[src/rtl/port_trap_pkg.sv]
// Shared constants for the I/O port trap: config register indices and
// the reset base address. Assumes an 8-bit config index space.
package port_trap_pkg;
    localparam logic [7:0]  IDX_ACTIVE  = 8'h30;
    localparam logic [7:0]  IDX_BASE_HI = 8'h60;
    localparam logic [7:0]  IDX_BASE_LO = 8'h61;
    localparam logic [7:0]  IDX_ROUTE   = 8'h70;
    localparam logic [15:0] BASE_RESET  = 16'h0060;
endpackage

[src/rtl/pt_cfg_regs.sv]
// Configuration register file reached by index/data access.
// Holds the active flag, the base (high and low bytes) and the routing byte.
// Assumes a single-cycle write strobe; reads are combinational.
module pt_cfg_regs
    import port_trap_pkg::*;
#(
    parameter int ADDR_W = 16,
    parameter int ROUTE_W = 8
) (
    input  logic               clk,
    input  logic               rst_n,
    input  logic [7:0]         cfg_index,
    input  logic [7:0]         cfg_wdata,
    input  logic               cfg_we,
    output logic [7:0]         cfg_rdata,
    output logic               active,
    output logic [ADDR_W-1:0]  base,
    output logic [ROUTE_W-1:0] route
);
    logic [7:0] base_hi_q, base_lo_q;

    // Register update on config writes; unknown indices are dropped.
    always_ff @(posedge clk) begin
        if (!rst_n) begin
            active    <= 1'b0;
            base_hi_q <= BASE_RESET[15:8];
            base_lo_q <= BASE_RESET[7:0];
            route     <= '0;
        end else if (cfg_we) begin
            case (cfg_index)
                IDX_ACTIVE:  active    <= cfg_wdata[0];
                IDX_BASE_HI: base_hi_q <= cfg_wdata;
                IDX_BASE_LO: base_lo_q <= cfg_wdata;
                IDX_ROUTE:   route     <= cfg_wdata[ROUTE_W-1:0];
                default: ;
            endcase
        end
    end

    // Read mux of the indexed register; reserved bits read zero.
    always_comb begin
        case (cfg_index)
            IDX_ACTIVE:  cfg_rdata = {7'b0, active};
            IDX_BASE_HI: cfg_rdata = base_hi_q;
            IDX_BASE_LO: cfg_rdata = base_lo_q;
            IDX_ROUTE:   cfg_rdata = 8'(route);
            default:     cfg_rdata = 8'h00;
        endcase
    end

    assign base = ADDR_W'({base_hi_q, base_lo_q});
endmodule

[src/rtl/pt_window_decode.sv]
// Window decoder: matches the aligned window selected by the base and
// flags which trapped port (at a fixed stride inside the window) is hit.
// Assumes WIN_BYTES is a power of two and ports fit in the window.
module pt_window_decode #(
    parameter int ADDR_W      = 16,
    parameter int WIN_BYTES   = 8,
    parameter int PORT_STRIDE = 4,
    parameter int NUM_PORTS   = 2
) (
    input  logic [ADDR_W-1:0]    io_addr,
    input  logic [ADDR_W-1:0]    base,
    input  logic                 active,
    output logic [NUM_PORTS-1:0] hit
);
    localparam int OFF_W = $clog2(WIN_BYTES);

    logic win_match;

    // Upper address bits compare against the base; low bits are the offset.
    assign win_match = active && (io_addr[ADDR_W-1:OFF_W] == base[ADDR_W-1:OFF_W]);

    for (genvar p = 0; p < NUM_PORTS; p++) begin : g_port_hit
        localparam logic [OFF_W-1:0] PORT_OFF = OFF_W'(p * PORT_STRIDE);
        // Exact offset match for this trapped port.
        assign hit[p] = win_match && (io_addr[OFF_W-1:0] == PORT_OFF);
    end
endmodule

[src/rtl/pt_trap_port.sv]
// One trapped port: a data latch and a pending flag.
// Write hit latches the byte and sets pending when routed; read hit clears
// pending. Set wins over clear when both happen in one cycle.
module pt_trap_port #(
    parameter int DATA_W = 8,
    parameter int SEL_W  = 4
) (
    input  logic              clk,
    input  logic              rst_n,
    input  logic              hit,
    input  logic              io_wr,
    input  logic              io_rd,
    input  logic [DATA_W-1:0] io_wdata,
    input  logic [SEL_W-1:0]  sel,
    output logic              pend,
    output logic [DATA_W-1:0] data
);
    logic wr_hit, rd_hit;

    assign wr_hit = hit && io_wr;
    assign rd_hit = hit && io_rd;

    // Latch the written byte on any write hit.
    always_ff @(posedge clk) begin
        if (!rst_n)      data <= '0;
        else if (wr_hit) data <= io_wdata;
    end

    // Pending flag: routed write sets, read clears, set has priority.
    always_ff @(posedge clk) begin
        if (!rst_n)                        pend <= 1'b0;
        else if (wr_hit && (sel != '0))    pend <= 1'b1;
        else if (rd_hit)                   pend <= 1'b0;
    end
endmodule

[src/rtl/pt_irq_steer.sv]
// Steers each pending port onto the interrupt line named by its nibble.
// Nibble 0 routes nowhere; shared lines are OR-combined.
module pt_irq_steer #(
    parameter int NUM_PORTS = 2,
    parameter int IRQ_LINES = 16,
    parameter int SEL_W     = $clog2(IRQ_LINES)
) (
    input  logic [NUM_PORTS-1:0]       pend,
    input  logic [NUM_PORTS*SEL_W-1:0] sel,
    output logic [IRQ_LINES-1:0]       irq_out
);
    // OR every routed pending source into its selected line.
    always_comb begin
        irq_out = '0;
        for (int p = 0; p < NUM_PORTS; p++) begin
            if (pend[p] && (sel[p*SEL_W +: SEL_W] != '0))
                irq_out[sel[p*SEL_W +: SEL_W]] = 1'b1;
        end
    end
endmodule

[src/rtl/port_trap_irq.sv]
// Top of the I/O port trap: config file, window decode, two trapped ports
// and interrupt steering. Assumes one I/O access per cycle; read data is
// combinational and zero when the block does not drive it.
module port_trap_irq #(
    parameter int ADDR_W      = 16,
    parameter int DATA_W      = 8,
    parameter int IRQ_LINES   = 16,
    parameter int NUM_PORTS   = 2,
    parameter int WIN_BYTES   = 8,
    parameter int PORT_STRIDE = 4
) (
    input  logic                 clk,
    input  logic                 rst_n,
    input  logic [7:0]           cfg_index,
    input  logic [7:0]           cfg_wdata,
    input  logic                 cfg_we,
    output logic [7:0]           cfg_rdata,
    input  logic [ADDR_W-1:0]    io_addr,
    input  logic [DATA_W-1:0]    io_wdata,
    input  logic                 io_wr,
    input  logic                 io_rd,
    output logic [DATA_W-1:0]    io_rdata,
    output logic                 io_rdata_en,
    output logic [IRQ_LINES-1:0] irq_out
);
    localparam int SEL_W   = $clog2(IRQ_LINES);
    localparam int ROUTE_W = NUM_PORTS * SEL_W;

    logic                 act_q;
    logic [ADDR_W-1:0]    base_v;
    logic [ROUTE_W-1:0]   sel_v;
    logic [NUM_PORTS-1:0] hit_v;
    logic [NUM_PORTS-1:0] pend_v;
    logic [DATA_W-1:0]    data_v [NUM_PORTS];

    pt_cfg_regs #(.ADDR_W(ADDR_W), .ROUTE_W(ROUTE_W)) u_cfg (
        .clk(clk), .rst_n(rst_n),
        .cfg_index(cfg_index), .cfg_wdata(cfg_wdata), .cfg_we(cfg_we),
        .cfg_rdata(cfg_rdata), .active(act_q), .base(base_v), .route(sel_v)
    );

    pt_window_decode #(
        .ADDR_W(ADDR_W), .WIN_BYTES(WIN_BYTES),
        .PORT_STRIDE(PORT_STRIDE), .NUM_PORTS(NUM_PORTS)
    ) u_dec (
        .io_addr(io_addr), .base(base_v), .active(act_q), .hit(hit_v)
    );

    for (genvar p = 0; p < NUM_PORTS; p++) begin : g_port
        pt_trap_port #(.DATA_W(DATA_W), .SEL_W(SEL_W)) u_port (
            .clk(clk), .rst_n(rst_n), .hit(hit_v[p]),
            .io_wr(io_wr), .io_rd(io_rd), .io_wdata(io_wdata),
            .sel(sel_v[p*SEL_W +: SEL_W]),
            .pend(pend_v[p]), .data(data_v[p])
        );
    end

    pt_irq_steer #(.NUM_PORTS(NUM_PORTS), .IRQ_LINES(IRQ_LINES), .SEL_W(SEL_W)) u_steer (
        .pend(pend_v), .sel(sel_v), .irq_out(irq_out)
    );

    // Read-back mux: drive only on a read that hits a trapped port.
    always_comb begin
        io_rdata    = '0;
        io_rdata_en = io_rd && (|hit_v);
        for (int p = 0; p < NUM_PORTS; p++) begin
            if (io_rd && hit_v[p]) io_rdata = io_rdata | data_v[p];
        end
    end
endmodule

[config.mk]
export PLATFORM = sky130hd
export DESIGN_NAME = port_trap_irq
export DESIGN_NICKNAME = d
export VERILOG_FILES = /design/src/rtl/port_trap_pkg.sv /design/src/rtl/pt_cfg_regs.sv /design/src/rtl/pt_window_decode.sv /design/src/rtl/pt_trap_port.sv /design/src/rtl/pt_irq_steer.sv /design/src/rtl/port_trap_irq.sv
export SDC_FILE = /design/constraint.sdc
export NUM_CORES = 1
export LEC_CHECK = 0
export BUFFER_PORTS_ARGS = -buffer_cell sky130_fd_sc_hd__buf_2
export CORE_AREA = 2 2 97 52
export CTS_BUF_LIST = sky130_fd_sc_hd__clkbuf_16
export CTS_CLUSTER_DIAMETER = 200
export CTS_CLUSTER_SIZE = 40
export DETAILED_ROUTE_END_ITERATION = 7
export DIE_AREA = 0 0 99 54
export PLACE_DENSITY = 0.9
export SKIP_CTS_REPAIR_TIMING = 1
export SYNTH_ARGS = -nofsm -noshare
export SYNTH_HDL_FRONTEND = slang
export SYNTH_SLANG_ARGS = --single-unit
[constraint.sdc]
create_clock -name clk -period 3.68 [get_ports clk]
set_clock_uncertainty 0.05 [all_clocks]
set_input_delay 0.736 -clock clk [delete_from_list [all_inputs] [get_ports clk]]
set_output_delay 0.736 -clock clk [all_outputs]
set_load 0.03 [all_outputs]
==> metrics.cfg <==
[status]
status = complete, no violations

[sta]
tns_ns = 0
clock.fmax_mhz = 325
finalHoldWorstSlack_ns = 0.410
tightestPinTransition_ns = 0.612
period_minus_slack_ns = 3.07
setup_slack_ns = 0.605
finalHoldViolCount = 0
setup_viol = 0
fin_crit_sh = 0.836
maxSlewHeadroom = 0.591
drv_slew = 0
rsz0062_at_grt = no

[power_and_ir_drop]
ir_drop_mv = 0.236
powerDensity_mw_per_mm2 = 328
p_leak_nw = 1.29

[synthesis]
yosys.area.top_type = dfxtp_1
syn-num-nets = 343
synth_common_cells = dfxtp_1, nand3_1, nand2_1
synthCells = 298
seq_area_frac_synth = 0.358
synth.cell_area_mm2 = 0.00241
yosysMostFrequentCell = dfxtp_1
ys_ff_latch = 43
async_flop_share = 0
synth_edf_count = 0
synth_cell_type_count = 45
synth_flop_cell = dfxtp_1
syn-mean-instance-area_um2 = 8.08
synth.top_cell.area_share = 0.358
synth_area_leaders = dfxtp_1, mux2i_1, nand3_1
yosys_warnings = 0

[worst_setup_path]
reg2reg_depth = 6
cp-start-kind = primary input
cp_data_arrival_time_ns = 2.29
cp_slowest_cell = a2111oi_4
worstSetupEndpointType = output port
crit_chain = buf_2 > or2_4 > a2111oi_4 > and2_4 > nand3_4 > nor2_1 > buf_2
reg2reg_from = u_cfg.base_lo_q[4]
max_stage_delay_ns = 0.40
r2r_setup_slack_ns = 1.72
critical_path_class = in2out
critPathRequiredTime_ns = 2.89
rr_endpoint = g_port[0].u_port.data[5]
cp_max_fo = 9
crit_top_cell = buf_2

[floorplan]
dieArea_mm2 = 0.00535
die_h_um = 54
die_x_um = 99
num_io_pins = 78
core-area_mm2 = 0.00462
start_util = 0.521
rows = 18

[clock_network]
clk_latency_ns = 0.28
clk_pin_slew_ns = 0.06
cts_tree = yes
htreeDepth = 2
clk_path_buf_depth = 2
clkSinkCount = 43
root_buffer = clkbuf_16
cts_buffers = 5

[drt]
wl_per_cell_um = 16.2
drt_iter0_markers = 322
drcViolationCount = 0
routed_via_density = 5.99
first_pass_iters = 5
detail-route-antenna-nets = 0
via_count = 2551
drt-total-wl_um = 6900

[place]
globalplace.congestion = 0.974
port-buffer-count = 76
place_hpwl_um = 5190
post-place-ws_ns = 0.649

[worst_hold_path]
min_to = g_port[0].u_port.data[0]
hold_depth = 2
hold_start = g_port[0].u_port.data[0]
hold_path.class = reg2reg

[global_route]
first_global_vias = 2217
globalRouteMet3Util = 0.0636
grt_pass1_wl_um = 10700
antenna_found_initial = 0
met2_usage = 0.396
busiest_layer = met2
grt_use_met1 = 0.362
gr-total-overflow = 0
grt_max_degree = 34
grt_util_all_layers = 0.262

[final_layout]
syn2layout_area_growth_pct = 21.7
diodes = 0
final_layout_size_suffix_gt1_frac = 0.260
final_nets = 410

[flow_run]
maxCapViolCount = 0

-- flip-flops by register name, indices dropped and copies added, names as in the netlist --
name / cells
g_port.u_port.data: 16
g_port.u_port.pend: 2
u_cfg.active: 1
u_cfg.base_hi_q: 8
u_cfg.base_lo_q: 8
u_cfg.route: 8
-- layout make-up --
cell class	count	area (µm²)
Clock buffer	5	125
Clock inverter	3	11.3
Fill cell	409	1690
Inverter	6	22.5
Multi-Input combinational cell	231	1440
Sequential cell	43	861
Tap cell	60	75.1
Timing Repair Buffer	78	395
-- worst max-delay path, delay by kind of cell --
kind	cells	cell delay, ns
and+or+nand+nor	4	0.82
AOI/OAI and AO/OA	1	0.40
buffers and inverters	2	0.32
-- worst max-delay path by stage --
stage | startpoint | endpoint | depth (start not counted)
after detailed placement | io_addr[1] | io_rdata[4] | 7
after floorplan | cfg_index[1] | cfg_rdata[0] | 3
final | io_addr[1] | io_rdata[4] | 7
after CTS | io_addr[1] | io_rdata[4] | 7
after global routing | io_addr[1] | io_rdata[5] | 7
after global placement | io_addr[1] | io_rdata[7] | 7
-- metrics by stage --
stage | utilization | std cells | instance area [µm²] | power, mW
final | 0.634 | 426 | 2930 | 0.962
after detailed placement | 0.605 | 418 | 2790 | 0.552
after CTS | 0.634 | 426 | 2930 | 0.957
after global placement | 0.605 | 418 | 2790 | 0.550
after global routing | 0.634 | 426 | 2930 | 0.995
after floorplan | - | 298 | 2410 | 0.517
-- cells by family (layout without fill, tap and decap cells) --
logic type / Yosys count / in the layout / share of synthesized area
other: 1 / 1 / 0.00156
AND/OR/NAND/NOR: 123 / 123 / 0.272
multiplexers: 28 / 28 / 0.116
AO/OA/AOI/OAI: 69 / 69 / 0.172
flip-flops: 43 / 43 / 0.358
XOR/XNOR: 10 / 10 / 0.0364
buffers and inverters: 24 / 92 / 0.0447
-- placed cells by master, fill, tap and decap left out, types with 2 or more instances in the layout --
cell type,netlist,layout
and3_1,2,2
or2_2,2,2
buf_4,2,2
inv_1,4,5
o21ai_0,22,22
dfxtp_1,43,43
nand2_1,30,30
nor2b_1,4,4
nor3b_1,2,2
nand3b_1,4,4
clkinv_1,1,3
clkbuf_16,0,5
nand2b_1,4,4
o21ai_1,9,9
nand3_1,38,38
xor2_1,4,4
xnor2_1,6,6
nor2_1,25,25
buf_2,2,76
a21oi_1,15,15
mux2i_1,28,28
o22ai_1,16,16
-- power by group --
| part | leakage [nW] | switching, mW | internal (mW) |
|---|---|---|---|
| registers | 0.346 | 0.000417 | 0.466 |
| logic | 0.870 | 0.0454 | 0.0318 |
| clock network | 0.0701 | 0.174 | 0.244 |
-- layer usage --
metal / vias up / share of wire
met5: - / 0
met4: 0 / 0.021
met3: 21 / 0.097
met2: 152 / 0.43
met1: 1184 / 0.45
li1: 1194 / -
(Power assumes the default switching activity.)
